**config.mk**
```make
export PLATFORM = sky130hd
export DESIGN_NAME = nrdiv_step_top
export DESIGN_NICKNAME = d
export VERILOG_FILES = /design/src/rtl/nrdiv_pkg.sv /design/src/rtl/nrdiv_init.sv /design/src/rtl/nrdiv_alu.sv /design/src/rtl/nrdiv_ctl.sv /design/src/rtl/nrdiv_step_top.sv
export SDC_FILE = /design/constraint.sdc
export NUM_CORES = 1
export LEC_CHECK = 0
export ABC_AREA = 1
export BUFFER_PORTS_ARGS = -buffer_cell sky130_fd_sc_hd__clkbuf_2
export CORE_MARGIN = 4
export CORE_UTILIZATION = 45
export DETAILED_ROUTE_END_ITERATION = 6
export PLACE_DENSITY = 0.65
export SETUP_SLACK_MARGIN = 0.2
export SLEW_MARGIN = 15
export SYNTH_ARGS = -nofsm -noshare
export SYNTH_HDL_FRONTEND = slang
export SYNTH_SLANG_ARGS = --single-unit
```
**constraint.sdc**
```tcl
create_clock -name clk -period 3.5 [get_ports clk]
set_input_delay 0.35 -clock clk [delete_from_list [all_inputs] [get_ports clk]]
set_output_delay 0.35 -clock clk [all_outputs]
set_load 0.02 [all_outputs]
```
**src/rtl/nrdiv_pkg.sv**
```systemverilog
package nrdiv_pkg;

    // Flag set carried through the datapath
    typedef struct packed {
        logic q;   // partial remainder sign
        logic m;   // divisor sign
        logic t;   // latest quotient bit
    } flags_t;

    // Operation chosen by the sequencer for the current cycle
    typedef enum logic [1:0] {
        OP_IDLE  = 2'd0,
        OP_SETUP = 2'd1,
        OP_STEP  = 2'd2
    } op_e;

    // Status word layout (neighbouring logic decodes these positions)
    localparam int unsigned ST_W   = 10;
    localparam int unsigned ST_T_B = 0;
    localparam int unsigned ST_Q_B = 8;
    localparam int unsigned ST_M_B = 9;

    function automatic logic [ST_W-1:0] pack_status(input flags_t f);
        logic [ST_W-1:0] w;
        w         = '0;
        w[ST_T_B] = f.t;
        w[ST_Q_B] = f.q;
        w[ST_M_B] = f.m;
        return w;
    endfunction

endpackage

```
**src/rtl/nrdiv_init.sv**
```systemverilog
module nrdiv_init
    import nrdiv_pkg::*;
#(
    parameter int unsigned W = 32
) (
    input  logic         signed_i,
    input  logic [W-1:0] dividend_i,
    input  logic [W-1:0] divisor_i,
    output logic [W-1:0] rem_o,
    output flags_t       flags_o
);

    logic dvd_neg;
    logic dvs_neg;

    always_comb begin
        dvd_neg    = signed_i & dividend_i[W-1];
        dvs_neg    = signed_i & divisor_i[W-1];
        rem_o      = {W{dvd_neg}};
        flags_o.q  = dvd_neg;
        flags_o.m  = dvs_neg;
        flags_o.t  = dvd_neg ^ dvs_neg;
    end

endmodule

```
**src/rtl/nrdiv_alu.sv**
```systemverilog
module nrdiv_alu
    import nrdiv_pkg::*;
#(
    parameter int unsigned W = 32
) (
    input  logic [W-1:0] rem_i,
    input  logic [W-1:0] dsor_i,
    input  logic         bit_i,
    input  flags_t       flags_i,
    output logic [W-1:0] rem_o,
    output flags_t       flags_o
);

    logic [W-1:0] shifted;
    logic [W-1:0] result;
    logic         lost_msb;
    logic         do_sub;
    logic         cy;
    logic         q_new;

    always_comb begin
        lost_msb = rem_i[W-1];
        shifted  = {rem_i[W-2:0], bit_i};
        do_sub   = (flags_i.q == flags_i.m);
        if (do_sub) begin
            result = shifted - dsor_i;
            cy     = (result > shifted);   // borrow by unsigned compare
        end else begin
            result = shifted + dsor_i;
            cy     = (result < shifted);   // carry by unsigned compare
        end
        q_new      = lost_msb ^ cy ^ flags_i.m;
        rem_o      = result;
        flags_o.q  = q_new;
        flags_o.m  = flags_i.m;
        flags_o.t  = (q_new == flags_i.m);
    end

endmodule

```
**src/rtl/nrdiv_ctl.sv**
```systemverilog
module nrdiv_ctl
    import nrdiv_pkg::*;
#(
    parameter int unsigned W = 32
) (
    input  logic clk,
    input  logic rst,
    input  logic setup_i,
    input  logic step_i,
    output op_e  op_o,
    output logic busy_o,
    output logic done_o
);

    localparam int unsigned CW = $clog2(W);
    localparam logic [CW-1:0] LAST = CW'(W - 1);

    logic [CW-1:0] cnt_q;
    logic          busy_q;
    logic          done_q;

    always_comb begin
        if (setup_i)
            op_o = OP_SETUP;
        else if (step_i && busy_q)
            op_o = OP_STEP;
        else
            op_o = OP_IDLE;
    end

    always_ff @(posedge clk) begin
        if (rst) begin
            cnt_q  <= '0;
            busy_q <= 1'b0;
            done_q <= 1'b0;
        end else begin
            unique case (op_o)
                OP_SETUP: begin
                    cnt_q  <= '0;
                    busy_q <= 1'b1;
                    done_q <= 1'b0;
                end
                OP_STEP: begin
                    cnt_q <= cnt_q + 1'b1;
                    if (cnt_q == LAST) begin
                        busy_q <= 1'b0;
                        done_q <= 1'b1;
                    end
                end
                default: ;
            endcase
        end
    end

    assign busy_o = busy_q;
    assign done_o = done_q;


    finish_step_chk: assert property (@(posedge clk) disable iff (rst)
        (op_o == OP_STEP && cnt_q == LAST) |=> (done_q && !busy_q));


    busy_done_excl_chk: assert property (@(posedge clk) disable iff (rst)
        !(busy_q && done_q));


    setup_restart_chk: assert property (@(posedge clk) disable iff (rst)
        setup_i |=> (busy_q && !done_q && cnt_q == '0));

endmodule

```
**src/rtl/nrdiv_step_top.sv**
```systemverilog
module nrdiv_step_top
    import nrdiv_pkg::*;
#(
    parameter int unsigned W = 32
) (
    input  logic            clk,
    input  logic            rst,
    input  logic            setup_i,
    input  logic            signed_i,
    input  logic [W-1:0]    dividend_i,
    input  logic [W-1:0]    divisor_i,
    input  logic            step_i,
    output logic [W-1:0]    rem_o,
    output logic [W-1:0]    quo_o,
    output logic            q_o,
    output logic            m_o,
    output logic            t_o,
    output logic [ST_W-1:0] status_o,
    output logic            busy_o,
    output logic            done_o
);

    op_e          op;
    logic [W-1:0] rem_q;
    logic [W-1:0] quo_q;
    logic [W-1:0] dsor_q;
    flags_t       flags_q;

    logic [W-1:0] init_rem;
    flags_t       init_flags;
    logic [W-1:0] alu_rem;
    flags_t       alu_flags;

    nrdiv_ctl #(.W(W)) u_ctl (
        .clk     (clk),
        .rst     (rst),
        .setup_i (setup_i),
        .step_i  (step_i),
        .op_o    (op),
        .busy_o  (busy_o),
        .done_o  (done_o)
    );

    nrdiv_init #(.W(W)) u_init (
        .signed_i   (signed_i),
        .dividend_i (dividend_i),
        .divisor_i  (divisor_i),
        .rem_o      (init_rem),
        .flags_o    (init_flags)
    );

    nrdiv_alu #(.W(W)) u_alu (
        .rem_i   (rem_q),
        .dsor_i  (dsor_q),
        .bit_i   (quo_q[W-1]),
        .flags_i (flags_q),
        .rem_o   (alu_rem),
        .flags_o (alu_flags)
    );

    always_ff @(posedge clk) begin
        if (rst) begin
            rem_q   <= '0;
            quo_q   <= '0;
            dsor_q  <= '0;
            flags_q <= '0;
        end else begin
            unique case (op)
                OP_SETUP: begin
                    rem_q   <= init_rem;
                    quo_q   <= dividend_i;
                    dsor_q  <= divisor_i;
                    flags_q <= init_flags;
                end
                OP_STEP: begin
                    rem_q   <= alu_rem;
                    quo_q   <= {quo_q[W-2:0], alu_flags.t};
                    flags_q <= alu_flags;
                end
                default: ;
            endcase
        end
    end

    assign rem_o    = rem_q;
    assign quo_o    = quo_q;
    assign q_o      = flags_q.q;
    assign m_o      = flags_q.m;
    assign t_o      = flags_q.t;
    assign status_o = pack_status(flags_q);


    unsigned_setup_chk: assert property (@(posedge clk) disable iff (rst)
        (setup_i && !signed_i) |=>
            (flags_q == '0 && rem_q == '0 && quo_q == $past(dividend_i)));


    signed_setup_chk: assert property (@(posedge clk) disable iff (rst)
        (setup_i && signed_i) |=>
            (flags_q.q == $past(dividend_i[W-1]) &&
             flags_q.m == $past(divisor_i[W-1]) &&
             flags_q.t == (flags_q.q ^ flags_q.m)));


    quotient_shift_chk: assert property (@(posedge clk) disable iff (rst)
        (op == OP_STEP) |=>
            (flags_q.t == (flags_q.q == flags_q.m) &&
             quo_q[0] == flags_q.t &&
             quo_q[W-1:1] == $past(quo_q[W-2:0])));


    divisor_sign_hold_chk: assert property (@(posedge clk) disable iff (rst)
        (op == OP_STEP) |=> (flags_q.m == $past(flags_q.m) && $stable(dsor_q)));


    idle_hold_chk: assert property (@(posedge clk) disable iff (rst)
        (op == OP_IDLE) |=> ($stable(rem_q) && $stable(quo_q) && $stable(flags_q)));

endmodule

```
# ---- Word-level counts from Yosys, hierarchy flattened
# Index checks and enable logic that the tools add are counted.
dict set report word_totals {
  regBits 106
  output_inout_bits 79
}
dict set report op_classes {
  n_addsub 3
  n_lt_le_gt_ge 2
  eq_ne 6
  muxes 12
  n_bitwise 6
  reduce_logical 4
}
# op n
set ops {}
lappend ops {{32-bit one-hot mux with 2 select lines} 2}
lappend ops {{32-bit adder} 1}
lappend ops {{32-bit > comparator} 1}
lappend ops {{32-bit less-than comparator} 1}
lappend ops {{32-bit two-way mux} 1}
lappend ops {{32-bit subtractor} 1}
lappend ops {{5-bit one-hot mux with 2 select lines} 1}
lappend ops {{3-bit one-hot mux with 2 select lines} 1}
lappend ops {{5-bit by 1-bit adder with 5-bit output (second input constant)} 1}
lappend ops {{5-bit == test (second input constant)} 1}
lappend ops {{2-bit two-way mux} 2}
lappend ops {{1-bit one-hot mux with 2 select lines} 2}
lappend ops {{2-bit AND reduction} 2}
lappend ops {{1-bit two-way mux} 3}
lappend ops {{1-bit XOR} 3}
lappend ops {{1-bit bitwise AND} 2}
lappend ops {{1-bit == test} 2}
lappend ops {{2-bit by 1-bit == test with 1-bit output (second input constant)} 1}
lappend ops {{2-bit == test (second input constant)} 1}
lappend ops {{2-bit by 1-bit != test with 1-bit output (second input constant)} 1}
lappend ops {{2-bit nonzero test} 1}
lappend ops {{1-bit logical AND} 1}
lappend ops {{1-bit inverter} 1}

# ---- Longest topological paths before layout
dict set report logic_depth {
  depth_word 7
  mapped_depth 30
}

# ---- Cells and area by module
# A second synthesis with hierarchy kept.
dict set report hier_totals {
  hier_cells 1833
  area_unflattened_um2 11064.4
}
# mod n_inst cells_per_inst area_each_um2 seq_area_each_um2
set by_module_without_submodules {}
lappend by_module_without_submodules {nrdiv_alu 1 1021 5840.6 0.0}
lappend by_module_without_submodules {nrdiv_step_top 1 725 4600.7 1981.9}
lappend by_module_without_submodules {nrdiv_ctl 1 44 331.6 140.1}
lappend by_module_without_submodules {nrdiv_init 1 43 291.5 0.0}

# ---- Worst setup path after synthesis
# OpenSTA, ideal clock, no wires.
dict set report synth_timing {
  kind {register -> register}
  start {register quo_q[31], in the netlist quo_o[31]}
  end {register flags_q (netlist bit q_o)}
  setup_ps 132
  arrival_ps 3052
  slack_ps 316
  path_stages_with_launch 29
  path_buffers 0
  period_less_slack_ps 3184
  path_cell_list {dfxtp_1 inv_1 ha_1 inv_1 fa_1 nand3_1 nand3_2 nand2_1 nand2_1 a21o_1 nand2_1 nand2_1 nand2_1 nand2_1 nand2_1 nand2_1 ha_1 nand2_1 nor2_1 nand2_1 nor2_1 nand4_1 and2_1 nand2_1 nand2_1 nand2_1 nand3_1 nand3_1 a21oi_1}
}
dict set report synth_between {
  elab_chain_len 6
}
# item line
set synth_rtl {}
lappend synth_rtl {{from (decl)} nrdiv_step_top.sv:25} ;# logic [W-1:0] quo_q;
lappend synth_rtl {{from (signal assigned)} nrdiv_step_top.sv:71} ;# quo_q <= dividend_i;
lappend synth_rtl {{from (signal assigned)} nrdiv_step_top.sv:77} ;# quo_q <= {quo_q[W-2:0], alu_flags.t};
lappend synth_rtl {{32-bit adder / 32-bit subtractor (equally long branches)} {nrdiv_alu.sv:29, nrdiv_alu.sv:26}}
lappend synth_rtl {{32-bit less-than comparator / 32-bit > comparator (equally long branches)} {nrdiv_alu.sv:30, nrdiv_alu.sv:27}}
lappend synth_rtl {{1-bit two-way mux *} nrdiv_alu.sv:25} ;# if (do_sub) begin
lappend synth_rtl {{1-bit XOR * (2 in a row)} nrdiv_alu.sv:32} ;# q_new = lost_msb ^ cy ^ flags_i.m;
lappend synth_rtl {{3-bit one-hot mux with 2 select lines *} nrdiv_step_top.sv:68} ;# unique case (op)
lappend synth_rtl {{to (signal assigned)} nrdiv_step_top.sv:73} ;# flags_q <= init_flags;
lappend synth_rtl {{to (signal assigned)} nrdiv_step_top.sv:78} ;# flags_q <= alu_flags;
lappend synth_rtl {{to (decl)} nrdiv_step_top.sv:27} ;# flags_t flags_q;
# Every way passes the cells marked *; elsewhere a longest branch is shown, timed or not. The select of a mux whose other input is x is not followed.
# A chain may end at the register's enable or synchronous reset.

# ---- Final worst setup path
dict set report layout_timing {
  start {register rem_q[11], in the netlist rem_o[11]}
  end {register flags_q (netlist bit q_o)}
}
dict set report layout_between {
  elab_chain_len 6
}
# item line
set layout_rtl {}
lappend layout_rtl {{from (decl)} nrdiv_step_top.sv:24} ;# logic [W-1:0] rem_q;
lappend layout_rtl {{from (signal assigned)} nrdiv_step_top.sv:70} ;# rem_q <= init_rem;
lappend layout_rtl {{from (signal assigned)} nrdiv_step_top.sv:76} ;# rem_q <= alu_rem;
lappend layout_rtl {{32-bit adder / 32-bit subtractor (equally long branches)} {nrdiv_alu.sv:29, nrdiv_alu.sv:26}}
lappend layout_rtl {{32-bit less-than comparator / 32-bit > comparator (equally long branches)} {nrdiv_alu.sv:30, nrdiv_alu.sv:27}}
lappend layout_rtl {{1-bit two-way mux *} nrdiv_alu.sv:25}
lappend layout_rtl {{1-bit XOR * (2 in a row)} nrdiv_alu.sv:32}
lappend layout_rtl {{3-bit one-hot mux with 2 select lines *} nrdiv_step_top.sv:68}
# Marks and branches as above.

==> reports/results.ini <==
[grt]
grt_pass1_wl_um = 58300
grt_max_degree = 51
grt_pass1_vias = 11100
track_usage_pct = 29.9
grt_overflow = 0
antenna_found_initial = 0

[placed_design]
portBuffers = 140
gp_congestion = 1.05
dp_hpwl_um = 29500
post-place-cells = 2076
pre_cts_ws_ps = -208

[synth]
ys_types = 43
synth_top_flop_cell = dfxtp_1
ys.warnings.count = 0
ys_async_sr_fraction_pct = 0
yosys_register_bits = 106
synth_edf_count = 0
synthCells = 1560
syn-cell-area_sq_um = 9960
ys_seq_area_share_pct = 21.3
avgSynthCellArea_sq_um = 6.39

[floorplan]
core_area_sq_um = 21800
fp.dieW_um = 157
dieArea_sq_um = 24600
io_pins = 148
die_y_um = 157
num_rows = 54
initial_core_util_pct = 45.7

[sta]
maxSlewViolCount = 0
rsz0062_at_grt = true
fin_tns_setup_ps = 0
worstMarginPinSlew_ps = 581
finalCriticalPeriod_ps = 3450
max_freq_mhz = 290
finalHoldViolCount = 0
setup_viol = 0
skew_ps = 14.2
setup_ws_ps = 50.0
hold-worst-slack_ps = 216
finalCritPeriodShare_pct = 98.6
slew_headroom_pct = 61.2

[setup_path]
cp.required_ps = 3820
crit_fanout = 4
rrSetupSlack_ps = 50
arrival_ps = 3770
cp-startpoint = rem_o[11]
cp-endpoint = q_o
crit_type = reg2reg
end_kind = flip-flop
rr_startpoint = rem_o[11]
startpoint_type = flip-flop
r2r-end = q_o
reg2regPathDepth = 21

[finish]
n_antenna_cell = 0
final_nets = 2046
fin_util_pct = 64.8
stdcell_count = 2134
syn_to_final_growth_pct = 41.9
mostFrequentLayoutCells = nand2_1 (326), buf_4 (184), inv_1 (170)
final_common_cell = nand2_1
drive_gt1_share_pct = 37.4

[clock_tree]
clock-sinks = 106
cts_tree = yes
root_buffer = clkbuf_16
cts.path.max_buffers = 2
clk_latency_ps = 380
clk_pin_slew_ps = 100
cts_max_level = 3
hold_buffers = 0
cts_buffers = 9

[detailed_routing]
vias = 11800
dr.pass1.iters = 6
wirelength_um = 38800
drt_iter0_drc = 912
final_antenna_net_count = 0
avgRoutedWirePerCell_um = 18.2
vias_per_cell = 5.51
drcViolationCount = 0

[status]
status = finished, final reports clean

[flow_run]
cap_violations = 0

[pwr]
power.density_nw_per_um2 = 390
worst_ir_drop_vdd_uv = 261
p_leak_nw = 6.90

[hold_path]
hold_path.class = in2reg

## layout make-up
type                            instances  area (sq um)
Fill cell                            1975          7690
Sequential cell                       106          2150
Clock inverter                          7          96.3
Multi-Input combinational cell       1183          8270
Tap cell                              280           350
Clock buffer                            9           225
Inverter                              214           818
Timing Repair Buffer                  335          2220
## power breakdown
| group | internal (mW) | total (mW) | switching, mW | leakage, nW |
|---|---|---|---|---|
| Combinational | 1.21 | 3.01 | 1.80 | 5.86 |
| Sequential | 1.29 | 1.36 | 0.0691 | 0.882 |
| Clock | 0.530 | 1.14 | 0.613 | 0.156 |
| Total | 3.03 | 5.51 | 2.48 | 6.90 |
## flip-flops by register name, summed over array words and instances, names as in the netlist
signal	cells
dsor_q	32
quo_o	32
rem_o	32
u_ctl.cnt_q	5
m_o	1
q_o	1
t_o	1
u_ctl.busy_o	1
u_ctl.done_o	1
## how the worst min path moves through the flow
stage | start | endpoint | slack, ps | cells after the start
global route | divisor_i[0] | dsor_q[0] | 220 | 3
finish | divisor_i[0] | dsor_q[0] | 220 | 3
CTS | divisor_i[0] | dsor_q[0] | 210 | 3
floorplan | u_ctl.cnt_q[3] | u_ctl.cnt_q[3] | 430 | 1
detailed placement | u_ctl.cnt_q[4] | u_ctl.cnt_q[4] | 460 | 2
global placement | u_ctl.cnt_q[3] | u_ctl.cnt_q[3] | 440 | 1
## critical path, stage by stage, from the launching register on
cell	delay, ps
dfxtp_1	350
buf_4	150
ha_1	280
a21oi_2	220
o21ai_2	110
a21oi_2	200
nor2_1	80
nor2_2	250
nand2_2	90
nand2_2	90
nand2_2	70
ha_4	270
nand2_4	40
nor2_2	90
nand4_1	150
nor4_1	300
nand2_1	90
nand2_2	140
nand3_2	110
nand3_2	100
nand3_2	70
a21oi_2	130
## kinds of logic (layout without fill, tap and decap cells)
group,count (synthesis),count (layout),synth area share [%]
buffers and inverters,277,565,11.1
AND/OR/NAND/NOR,656,656,27.8
XOR/XNOR,32,32,2.81
other,1,7,0.0376
adder cells (fa/ha/maj),128,128,16.2
flip-flops,106,106,21.3
AO/OA/AOI/OAI,360,360,20.7
## per-layer routing
layer	track usage, %	share of wire [%]	vias to the layer above
met5	0	0	-
met3	5.75	6.7	100
met1	38.5	43	5497
met2	50.4	47	447
li1	-	-	5720
met4	9.67	4.0	0
## metrics by stage
step	instance area, sq um	power (mW)
final	14100	5.51
after global routing	14100	5.86
after CTS	13100	5.17
after detailed placement	11900	3.80
after global placement	11900	3.77
after floorplan	9990	2.89
## cell usage after synthesis, types with 2 or more instances
cell	instances	area share [%]
ha_1	126	16
a21oi_2	10	0.88
nand4_1	19	1.2
xnor2_1	2	0.18
o21a_1	7	0.53
o21bai_1	9	0.68
o221ai_1	6	0.53
buf_2	14	0.70
inv_1	195	7.3
nor3_1	14	0.70
a31oi_1	17	1.1
xor2_1	30	2.6
nand3_1	98	4.9
clkinv_1	3	0.11
nand3_2	6	0.60
buf_4	13	0.98
a221oi_1	6	0.53
o21ai_0	97	4.9
o211ai_1	25	1.9
inv_2	16	0.60
a21o_1	13	0.98
nand2_2	6	0.38
dfxtp_1	106	21
clkbuf_1	34	1.3
nand2_1	390	15
fa_1	2	0.40
a21oi_4	2	0.33
or2_2	2	0.13
nor4_1	5	0.31
nor2_1	101	3.8
buf_1	2	0.075
o21ai_1	10	0.50
nor2_2	7	0.44
or2_1	2	0.13
a21oi_1	157	7.9
## what timing repair did
item	CTS	global route
setup endpoints to repair	3	3
buffers inserted	17	25
gates resized for setup	172	230
pin swaps	53	96
Note: power is estimated with default switching activity, not from simulation.
